--- src/rtl/wdt_pkg.sv ---
package wdt_pkg;

    // Register geometry shared by every level
    localparam int unsigned REG_W = 16;

    // Byte offsets of the mapped registers
    localparam int unsigned OFS_COUNT  = 32'h00;
    localparam int unsigned OFS_STAT_A = 32'h04;
    localparam int unsigned OFS_STAT_B = 32'h06;
    localparam int unsigned OFS_CTRL   = 32'h08;
    localparam int unsigned OFS_INIT   = 32'h12;

    // Bit positions inside the mapped registers
    localparam int unsigned BIT_FIRST    = 3;
    localparam int unsigned BIT_SECOND   = 1;
    localparam int unsigned BIT_HALT     = 11;
    localparam int unsigned BIT_NOREBOOT = 0;

    // Write-decoded commands from the register port to the counter core
    typedef struct packed {
        logic reload;
        logic clr_first;
        logic clr_second;
    } wdt_cmd_t;

endpackage

--- src/rtl/wdt_prescaler.sv ---
module wdt_prescaler #(
    parameter int unsigned PRESCALE = 4
) (
    input  logic clk,
    input  logic rst_n,
    input  logic restart,
    output logic tick
);

    localparam int unsigned PS_W = (PRESCALE > 1) ? $clog2(PRESCALE) : 1;
    localparam logic [PS_W-1:0] LAST = PS_W'(PRESCALE - 1);

    typedef struct packed {
        logic [PS_W-1:0] cnt;
    } ps_state_t;

    ps_state_t st_d, st_q;

    always_comb begin
        st_d = st_q;
        if (restart) begin
            st_d.cnt = '0;
        end else if (st_q.cnt == LAST) begin
            st_d.cnt = '0;
        end else begin
            st_d.cnt = st_q.cnt + PS_W'(1);
        end
    end

    always_ff @(posedge clk or negedge rst_n) begin
        if (!rst_n) begin
            st_q <= '0;
        end else begin
            st_q <= st_d;
        end
    end

    assign tick = (st_q.cnt == LAST);

    // Phase counter never leaves its divide range
    assert_prescale_range_R2: assert property (
        @(posedge clk) disable iff (!rst_n) st_q.cnt <= LAST
    );

    // A restart puts the phase at zero on the next edge
    assert_prescale_restart_R2: assert property (
        @(posedge clk) disable iff (!rst_n) restart |=> st_q.cnt == '0
    );

endmodule

--- src/rtl/wdt_regs.sv ---
module wdt_regs
    import wdt_pkg::*;
#(
    parameter int unsigned ADDR_W    = 5,
    parameter int unsigned CNT_W     = 10,
    parameter int unsigned INIT_RST  = 50,
    parameter int unsigned MIN_INIT  = 4
) (
    input  logic              clk,
    input  logic              rst_n,
    input  logic [ADDR_W-1:0] bus_addr,
    input  logic              bus_wr,
    input  logic [REG_W-1:0]  bus_wdata,
    input  logic [CNT_W-1:0]  count,
    input  logic              first_sts,
    input  logic              second_sts,
    output logic [REG_W-1:0]  bus_rdata,
    output logic              halt,
    output logic              noreboot,
    output logic [CNT_W-1:0]  init_val,
    output wdt_cmd_t          cmd
);

    localparam int unsigned HI_W = REG_W - CNT_W;
    localparam logic [CNT_W-1:0] MIN_VAL = CNT_W'(MIN_INIT);

    typedef struct packed {
        logic            halt;
        logic            noreboot;
        logic [HI_W-1:0] init_hi;
        logic [CNT_W-1:0] init_lo;
    } reg_state_t;

    reg_state_t st_d, st_q;

    logic sel_count, sel_stat_a, sel_stat_b, sel_ctrl, sel_init;
    logic init_ok;

    always_comb begin
        sel_count  = (bus_addr == ADDR_W'(OFS_COUNT));
        sel_stat_a = (bus_addr == ADDR_W'(OFS_STAT_A));
        sel_stat_b = (bus_addr == ADDR_W'(OFS_STAT_B));
        sel_ctrl   = (bus_addr == ADDR_W'(OFS_CTRL));
        sel_init   = (bus_addr == ADDR_W'(OFS_INIT));
        init_ok    = (bus_wdata[CNT_W-1:0] >= MIN_VAL);
    end

    // Next-state of the software-owned registers
    always_comb begin
        st_d = st_q;
        if (bus_wr && sel_ctrl) begin
            st_d.halt     = bus_wdata[BIT_HALT];
            st_d.noreboot = bus_wdata[BIT_NOREBOOT];
        end
        if (bus_wr && sel_init && init_ok) begin
            st_d.init_hi = bus_wdata[REG_W-1:CNT_W];
            st_d.init_lo = bus_wdata[CNT_W-1:0];
        end
    end

    always_ff @(posedge clk or negedge rst_n) begin
        if (!rst_n) begin
            st_q.halt     <= 1'b1;
            st_q.noreboot <= 1'b1;
            st_q.init_hi  <= '0;
            st_q.init_lo  <= CNT_W'(INIT_RST);
        end else begin
            st_q <= st_d;
        end
    end

    // Command strobes toward the counter core
    always_comb begin
        cmd.reload     = bus_wr && sel_count;
        cmd.clr_first  = bus_wr && sel_stat_a && bus_wdata[BIT_FIRST];
        cmd.clr_second = bus_wr && sel_stat_b && bus_wdata[BIT_SECOND];
    end

    // Read multiplexer
    always_comb begin
        bus_rdata = '0;
        if (sel_count) begin
            bus_rdata[CNT_W-1:0] = count;
        end
        if (sel_stat_a) begin
            bus_rdata[BIT_FIRST] = first_sts;
        end
        if (sel_stat_b) begin
            bus_rdata[BIT_SECOND] = second_sts;
        end
        if (sel_ctrl) begin
            bus_rdata[BIT_HALT]     = st_q.halt;
            bus_rdata[BIT_NOREBOOT] = st_q.noreboot;
        end
        if (sel_init) begin
            bus_rdata = {st_q.init_hi, st_q.init_lo};
        end
    end

    assign halt     = st_q.halt;
    assign noreboot = st_q.noreboot;
    assign init_val = st_q.init_lo;

    // The stored initial count never drops below the floor
    assert_init_floor_R5: assert property (
        @(posedge clk) disable iff (!rst_n) st_q.init_lo >= MIN_VAL
    );

    // A rejected initial-value write leaves the register untouched
    assert_init_reject_R5: assert property (
        @(posedge clk) disable iff (!rst_n)
        (bus_wr && sel_init && !init_ok) |=> $stable(st_q)
    );

endmodule

--- src/rtl/wdt_countdown.sv ---
module wdt_countdown
    import wdt_pkg::*;
#(
    parameter int unsigned CNT_W    = 10,
    parameter int unsigned INIT_RST = 50
) (
    input  logic             clk,
    input  logic             rst_n,
    input  logic             tick,
    input  logic             halt,
    input  logic             noreboot,
    input  logic [CNT_W-1:0] init_val,
    input  wdt_cmd_t         cmd,
    output logic [CNT_W-1:0] count,
    output logic             first_sts,
    output logic             second_sts,
    output logic             rst_req
);

    typedef struct packed {
        logic [CNT_W-1:0] count;
        logic             first;
        logic             second;
        logic             rst;
    } cd_state_t;

    cd_state_t st_d, st_q;

    logic step;
    logic expire;

    always_comb begin
        step   = tick && !halt && !cmd.reload;
        expire = step && (st_q.count == '0);

        st_d     = st_q;
        st_d.rst = 1'b0;

        // Count: software reload outranks the tick
        if (cmd.reload) begin
            st_d.count = init_val;
        end else if (step) begin
            if (expire) begin
                st_d.count = init_val;
            end else begin
                st_d.count = st_q.count - CNT_W'(1);
            end
        end

        // Write-one-to-clear first, hardware set afterwards so a set wins
        if (cmd.clr_first) begin
            st_d.first = 1'b0;
        end
        if (cmd.clr_second) begin
            st_d.second = 1'b0;
        end

        if (expire) begin
            if (!st_q.first) begin
                st_d.first = 1'b1;
            end else begin
                st_d.second = 1'b1;
                st_d.rst    = !noreboot;
            end
        end
    end

    always_ff @(posedge clk or negedge rst_n) begin
        if (!rst_n) begin
            st_q.count  <= CNT_W'(INIT_RST);
            st_q.first  <= 1'b0;
            st_q.second <= 1'b0;
            st_q.rst    <= 1'b0;
        end else begin
            st_q <= st_d;
        end
    end

    assign count      = st_q.count;
    assign first_sts  = st_q.first;
    assign second_sts = st_q.second;
    assign rst_req    = st_q.rst;

    // Halted and not reloaded: the count holds
    assert_halt_freeze_R3: assert property (
        @(posedge clk) disable iff (!rst_n)
        (halt && !cmd.reload) |=> $stable(st_q.count)
    );

    // Reload loads the programmed initial count
    assert_reload_load_R6: assert property (
        @(posedge clk) disable iff (!rst_n)
        cmd.reload |=> (st_q.count == $past(init_val))
    );

    // A reset request always comes with the second-timeout flag
    assert_rst_has_status_R8: assert property (
        @(posedge clk) disable iff (!rst_n) st_q.rst |-> st_q.second
    );

    // The reset request lasts one cycle
    assert_rst_single_R8: assert property (
        @(posedge clk) disable iff (!rst_n) st_q.rst |=> !st_q.rst
    );

    // No reset request while no-reboot was set
    assert_noreboot_gate_R9: assert property (
        @(posedge clk) disable iff (!rst_n) st_q.rst |-> !$past(noreboot)
    );

    // The first-timeout flag only falls on a clearing write
    assert_first_clear_R10: assert property (
        @(posedge clk) disable iff (!rst_n)
        $fell(st_q.first) |-> $past(cmd.clr_first)
    );

    // The second-timeout flag only falls on a clearing write
    assert_second_clear_R10: assert property (
        @(posedge clk) disable iff (!rst_n)
        $fell(st_q.second) |-> $past(cmd.clr_second)
    );

endmodule

--- src/rtl/two_stage_wdt.sv ---
module two_stage_wdt
    import wdt_pkg::*;
#(
    parameter int unsigned ADDR_W     = 5,
    parameter int unsigned CNT_W      = 10,
    parameter int unsigned PRESCALE   = 60_000_000,
    parameter int unsigned INIT_TICKS = 50,
    parameter int unsigned MIN_INIT   = 4
) (
    input  logic              clk,
    input  logic              rst_n,
    input  logic [ADDR_W-1:0] bus_addr,
    input  logic              bus_wr,
    input  logic [15:0]       bus_wdata,
    output logic [15:0]       bus_rdata,
    output logic              irq_first,
    output logic              rst_req
);

    logic             tick;
    logic             halt;
    logic             noreboot;
    logic [CNT_W-1:0] init_val;
    logic [CNT_W-1:0] count;
    logic             first_sts;
    logic             second_sts;
    wdt_cmd_t         cmd;

    wdt_prescaler #(
        .PRESCALE (PRESCALE)
    ) u_prescaler (
        .clk     (clk),
        .rst_n   (rst_n),
        .restart (cmd.reload),
        .tick    (tick)
    );

    wdt_regs #(
        .ADDR_W   (ADDR_W),
        .CNT_W    (CNT_W),
        .INIT_RST (INIT_TICKS),
        .MIN_INIT (MIN_INIT)
    ) u_regs (
        .clk        (clk),
        .rst_n      (rst_n),
        .bus_addr   (bus_addr),
        .bus_wr     (bus_wr),
        .bus_wdata  (bus_wdata),
        .count      (count),
        .first_sts  (first_sts),
        .second_sts (second_sts),
        .bus_rdata  (bus_rdata),
        .halt       (halt),
        .noreboot   (noreboot),
        .init_val   (init_val),
        .cmd        (cmd)
    );

    wdt_countdown #(
        .CNT_W    (CNT_W),
        .INIT_RST (INIT_TICKS)
    ) u_countdown (
        .clk        (clk),
        .rst_n      (rst_n),
        .tick       (tick),
        .halt       (halt),
        .noreboot   (noreboot),
        .init_val   (init_val),
        .cmd        (cmd),
        .count      (count),
        .first_sts  (first_sts),
        .second_sts (second_sts),
        .rst_req    (rst_req)
    );

    assign irq_first = first_sts;

endmodule

--- config.mk ---
export PLATFORM = sky130hd
export DESIGN_NAME = two_stage_wdt
export DESIGN_NICKNAME = d
export VERILOG_FILES = /design/src/rtl/wdt_pkg.sv /design/src/rtl/wdt_prescaler.sv /design/src/rtl/wdt_regs.sv /design/src/rtl/wdt_countdown.sv /design/src/rtl/two_stage_wdt.sv
export SDC_FILE = /design/constraint.sdc
export NUM_CORES = 1
export LEC_CHECK = 0
export BUFFER_PORTS_ARGS = -buffer_cell sky130_fd_sc_hd__buf_2
export CORE_MARGIN = 4
export CORE_UTILIZATION = 35
export CTS_BUF_LIST = sky130_fd_sc_hd__clkbuf_4
export CTS_CLUSTER_SIZE = 25
export DETAILED_ROUTE_END_ITERATION = 6
export PLACE_DENSITY = 0.58
export SLEW_MARGIN = 10
export SYNTH_ARGS = -nofsm -noshare
export SYNTH_HDL_FRONTEND = slang
export SYNTH_SLANG_ARGS = --single-unit
--- constraint.sdc ---
create_clock -name clk -period 2.8 [get_ports clk]
set_input_delay 0.42 -clock clk [delete_from_list [all_inputs] [get_ports clk]]
set_output_delay 0.42 -clock clk [all_outputs]
set_load 0.005 [all_outputs]
==> results.sh, run 1 <==
export IMPL_place_gp_congestion=0.867
export IMPL_vias_per_cell=5.27
export IMPL_drtPass1Iterations=5
export IMPL_yosys_top_cells_count="dfrtp_1, nor2_1, xnor2_1, mux2_2, nand2_1"
export IMPL_combPwrFrac=0.163
export IMPL_cts_tree="yes"
export IMPL_drc=0
export IMPL_die_h_um=100
export IMPL_synth_ff_latch_count=57
export IMPL_hold_buffers=0
export IMPL_hold_class="in2async"
export IMPL_yosysTopAreaCellShare=0.414
export IMPL_syn_area_sq_um=2960
export IMPL_rows=33
export IMPL_arrival_ps=2640
export IMPL_crit_type="reg2reg"
export IMPL_power_density_nw_per_um2=567
export IMPL_fp_coreArea_sq_um=8220
export IMPL_wl_mm=6.76
export IMPL_start_util=0.360
export IMPL_grt_pass1_vias=2394
export IMPL_postSynthAreaPerCell_sq_um=10.3
export IMPL_cp_required_ps=3090
export IMPL_ctsResizeCount=0
export IMPL_synth_cells=288
export IMPL_finalPower_mw=1.93
export IMPL_intPower_mw=1.34
export IMPL_die_w_um=100
export IMPL_cts_num_sinks=57
export IMPL_grt_pass1_wl_mm=11.6
export IMPL_finalHoldViolCount=0
export IMPL_max_slew_margin=0.464
export IMPL_first_iter_violations=94
export IMPL_port_buffers=41
export IMPL_antenna_found_initial=0
export IMPL_setup_viol=0
export IMPL_routedWlPerCell_um=15.2
export IMPL_ys_warn_count=0
export IMPL_drv_slew=0
export IMPL_finalClockSkew_ps=27.8
export IMPL_num_vias=2345
export IMPL_yosys_top_cells_area="dfrtp_1, dfstp_2, mux2_2, xnor2_1, nor2_1"
export IMPL_cts_made_buffers=9
export IMPL_die_area_sq_um=9990
export IMPL_ir_drop_mv=0.204
export IMPL_finalCritPeriodShare=0.837
export IMPL_syn_to_final_growth_pct=15.2
export IMPL_period_needed_ps=2340
export IMPL_met2_usage=0.230
export IMPL_p_leak_nw=1.50
export IMPL_async_reset_ff_frac=1.00
export IMPL_rsz0062_at_grt="no"
export IMPL_netSwitchingPower_uw=593
export IMPL_synth_fp_nets=314
export IMPL_top_usage_layer="met2"
export IMPL_final_layout_size_suffix_gt1_frac=0.276
export IMPL_detail_route_antenna_nets=0
export IMPL_yosysTopAreaCell="dfrtp_1"
export IMPL_n_antenna_cell=0
export IMPL_fmax_mhz=427
export IMPL_synth_cell_types=48
export IMPL_grt_overflow_total=0
export IMPL_path_max_fanout=8
export IMPL_globalRouteMet1Util=0.185
export IMPL_use_met3=0.0542
export IMPL_cts_root_buffer="clkbuf_4"
export IMPL_synth_edf_count=0
export IMPL_grt_max_degree=30
export IMPL_finalSetupTns_ps=0
export IMPL_final_nets=361
export IMPL_status="complete, no violations"
export IMPL_ys_flop_type="dfrtp_1"
export IMPL_tightest_slew_ps=803
export IMPL_cap_violations=0
export IMPL_clk_pin_slew_ps=110
export IMPL_clkPwrFrac=0.259
export IMPL_place_hpwl_mm=4.92
export IMPL_power_switching_share=0.307
export IMPL_postCtsSetupRepairBufs=0
export IMPL_io_pins=42
export IMPL_cts_max_level=3
export IMPL_crit_path_end_kind="flop"
export IMPL_cts_buffer_depth=2
export IMPL_yosysMostFrequentCell="dfrtp_1"
export IMPL_ys_seq_area_frac=0.485
export IMPL_setup_worst_path_start_class="flop"
export IMPL_seq_power_share=0.578
export IMPL_clock_latency_ps=410
export IMPL_grtUsageTotal=0.145
[stage by stage]
stage | instances | instance area (sq um) | utilization | setup slack (ps) | hold slack (ps)
after floorplan | 288 | 2960 | - | 652 | 124
after global placement | 429 | 3300 | 0.402 | 499 | 458
after detailed placement | 429 | 3300 | 0.402 | 456 | 472
after CTS | 445 | 3410 | 0.415 | 460 | 49.1
after global routing | 445 | 3410 | 0.415 | 282 | 60.4
final | 445 | 3410 | 0.415 | 457 | 37.5
[logic make-up (layout without fill, tap and decap cells)]
kind of cell | Yosys count | count (layout) | share of synthesized area
compound gates | 38 | 38 | 0.0947
xor+xnor | 28 | 28 | 0.0828
fa+ha+maj | 2 | 2 | 0.00845
buf+inv | 19 | 71 | 0.0262
flops | 57 | 57 | 0.485
mux | 18 | 18 | 0.0685
simple gates | 126 | 126 | 0.234
[layout make-up]
class	instances	area, sq um
clock inverter	5	25.0
sequential	57	1440
timing repair buffer	46	255
clock buffer	11	82.6
tap	105	131
multi-input combinational	212	1450
inverter	9	33.8
fill	832	4810
[power groups by stage]
stage                     Combinational [mW]  Clock (mW)  Sequential [mW]
after global placement                 0.310           0             1.13
after detailed placement               0.318           0             1.14
after floorplan                        0.232           0             1.09
after global routing                   0.359       0.568             1.14
after CTS                              0.321       0.528             1.12
final                                  0.314       0.501             1.12
[sequential cells by signal, indices dropped and copies added, names as in the netlist]
| register | cells |
|---|---|
| u_regs.init_val | 10 |
| u_countdown.second_sts | 1 |
| u_prescaler.st_q | 26 |
| u_regs.halt | 1 |
| u_countdown.rst_req | 1 |
| u_countdown.count | 10 |
| u_regs.st_q | 6 |
| u_regs.noreboot | 1 |
| u_countdown.first_sts | 1 |
[worst paths after layout]
check | startpoint | to | slack, ps | cells past startpoint
max in group asynchronous | rst_n | u_regs.init_val[4] | 2100 | 2
setup reg to reg | u_prescaler.st_q[0] | u_countdown.count[7] | 460 | 6
setup / recovery | u_prescaler.st_q[0] | u_countdown.count[7] | 460 | 6
hold reg to reg | u_prescaler.st_q[0] | u_prescaler.st_q[0] | 490 | 1
min in group clk | bus_wdata[3] | u_countdown.first_sts | 220 | 2
hold / removal | rst_n | u_countdown.first_sts | 40 | 1
[worst max-delay path, stage by stage (launching register included)]
cell and delay [ps]:
dfrtp_1 390, ha_1 210, nand3_2 150, or4_1 710
nor2_4 220, a21oi_1 240, mux2_2 340
[cells in the final DEF, fill, tap and decap left out, drive strengths merged, types with 4 or more instances in the layout]
cell	n
nor3	15
a22o	8
buf	46
xor2	9
and4	4
nand3	6
o21ai	5
inv	9
dfstp	8
a21oi	5
nor2	36
nor4	10
dfrtp	49
nand4	7
nand2	17
and2	6
or3	6
a2bb2oi	4
xnor2	19
mux2	18
clkinv	4
clkbuf	11
[metal layers]
layer	part of all wire	wire length [um]
met1	0.46	3100
met3	0.059	399
met5	0	0
met2	0.47	3200
met4	0.0096	65
No activity file was read; power rests on OpenSTA's default activity.
==> run 2, diff against run 1 <==
Settings changed: PLACE_DENSITY 0.58 to 0.6.
Clock period 2.8 ns to 1.96 ns, I/O delays scaled along.
==> run 2 against run 1 <==
  * The flow now finishes with violations (negative setup slack)
  * Final area increased by 14%
  * Non-clock buffer count grew 46
  * Global-route usage up 1.1 points
  * Sequential share of layout area shrank 5.1 points
  * Final cell count up 10%
  * Via count rose by 9.2%
  * Clock skew fell by 11 ps
==> results.sh, run 2 (synthesized netlist as in run 1, its figures left out) <==
export IMPL_status="complete, but fails checks"
export IMPL_violations="negative setup slack"
export IMPL_cp_endpoint="u_countdown.count[8]"
export IMPL_arrival_ps=2250
export IMPL_top_layer_used="met4"
export IMPL_num_vias=2560
export IMPL_start_util=0.360
export IMPL_finalSetupTns_ps=-8.69
export IMPL_vias_per_cell=5.21
export IMPL_port_buffers=41
export IMPL_rsz0062_at_grt="yes"
export IMPL_finalHoldViolCount=0
export IMPL_fmax_mhz=508
export IMPL_largest_reg_flops=26
export IMPL_wl_met1_mm=3.17
export IMPL_wl_mm=7.40
export IMPL_cts_made_buffers=9
export IMPL_io_pins=42
export IMPL_drc=0
export IMPL_cp_required_ps=2240
export IMPL_clk_pin_slew_ps=100
export IMPL_regMostFlops="u_prescaler.st_q"
export IMPL_routedWlPerCell_um=15.1
export IMPL_crit_start="u_countdown.count[0]"
export IMPL_layout_commonest_cell="dfrtp_1"
export IMPL_die_area_sq_um=9990
export IMPL_die_w_um=100
export IMPL_fin_hold_ws_ps=114
export IMPL_tightest_slew_ps=386
export IMPL_grt_max_degree=28
export IMPL_first_iter_violations=104
export IMPL_r2r_end="u_countdown.count[8]"
export IMPL_crit_path_end_kind="flop"
export IMPL_route_met3_wl_um=408
export IMPL_path_max_fanout=4
export IMPL_finalCritPeriodShare=1.00
export IMPL_drv_slew=0
export IMPL_stdcell_count=491
export IMPL_grt_pass1_wl_mm=12.6
export IMPL_hold_class="in2reg"
export IMPL_n_antenna_cell=0
export IMPL_reg2reg_depth=7
export IMPL_period_needed_ps=1970
export IMPL_finalWorstSetupSlack_ps=-8.69
export IMPL_multi_input_area_sq_um=1560
export IMPL_grt_pass1_vias=2627
export IMPL_grt_overflow_total=0
export IMPL_die_h_um=100
export IMPL_cap_violations=0
export IMPL_p_leak_nw=1.77
export IMPL_place_ws_ps=-133
export IMPL_r2r_start="u_countdown.count[0]"
export IMPL_dp_cells=471
export IMPL_grtUsageTotal=0.156
export IMPL_fillers=792
export IMPL_cts_num_sinks=57
export IMPL_dr_wl_met2_mm=3.70
export IMPL_cts_max_level=3
export IMPL_r2r_slack_ps=-9
export IMPL_antenna_found_initial=0
export IMPL_place_hpwl_mm=5.39
export IMPL_place_gp_congestion=0.876
export IMPL_final_layout_size_suffix_gt1_frac=0.407
export IMPL_drtPass1Iterations=4
export IMPL_detail_route_antenna_nets=0
export IMPL_cts_root_buffer="clkbuf_4"
export IMPL_fp_coreArea_sq_um=8220
export IMPL_cts_tree="yes"
export IMPL_cts_buffer_depth=2
export IMPL_syn_to_final_growth_pct=31.2
export IMPL_rows=33
export IMPL_setup_worst_path_start_class="flop"
export IMPL_finalClockSkew_ps=17.3
export IMPL_most_common_layout_cells="dfrtp_1, buf_4, buf_2"
export IMPL_final_nets=407
export IMPL_max_slew_margin=0.739
export IMPL_setup_viol=1
export IMPL_crit_type="reg2reg"
export IMPL_power_density_nw_per_um2=764
export IMPL_layout_area_seq_sq_um=1440
export IMPL_ir_drop_mv=0.251
export IMPL_clock_latency_ps=390
export IMPL_finalPower_mw=2.97
==> run 2: worst min-delay path by stage <==
stage,start,endpoint,slack [ps],cells past startpoint
finish,bus_wdata[1],u_regs.init_val[1],110,3
global route,bus_wdata[1],u_regs.init_val[1],100,3
CTS,bus_wdata[1],u_regs.init_val[1],100,3
detailed placement,rst_n,u_regs.init_val[6],190,1
global placement,rst_n,u_regs.init_val[6],190,1
floorplan,rst_n,u_countdown.count[0],-2,0
==> run 2: per-stage QoR <==
| step | cell area, sq um | util |
|---|---|---|
| finish | 3880 | 0.473 |
| global route | 3880 | 0.473 |
| CTS | 3800 | 0.462 |
| detailed placement | 3640 | 0.443 |
| global placement | 3640 | 0.443 |
| floorplan | 2970 | - |
==> run 2: power breakdown <==
group / total (mW) / internal, mW / switching [mW]
logic: 0.700 / 0.395 / 0.305
clock network: 0.702 / 0.275 / 0.427
registers: 1.57 / 1.40 / 0.167
==> run 2: worst max-delay path, stage by stage, from the launching register on <==
cell       delay, ps
dfrtp_1          400
inv_2             80
ha_4             130
or4b_4           500
or3_4            370
nor3_4           170
xnor2_1          130
a2bb2oi_1         80
==> run 2: timing repair <==
action,4_1_cts,5_1_grt
setup buffers,0,3
setup endpoints to repair,14,12
endpoints found under the hold margin,5,0
resized for setup,10,12
pin swaps,3,8
hold buffers,1,0
==> run 2: per-layer routing <==
metal  GRT usage  vias up
met5           0        -
met4      0.0567        0
met3      0.0361       14
met2       0.253       77
met1       0.203     1242
li1            -     1227
==> run 2: area by class of cell <==
type | count | share of cell area
clock buffers | 11 | 0.0213
repair buffers | 92 | 0.159
multi-input cells | 212 | 0.401
flip-flops and latches | 57 | 0.370
clock inverters | 5 | 0.00580
inverters | 9 | 0.00870
well taps | 105 | 0.0338
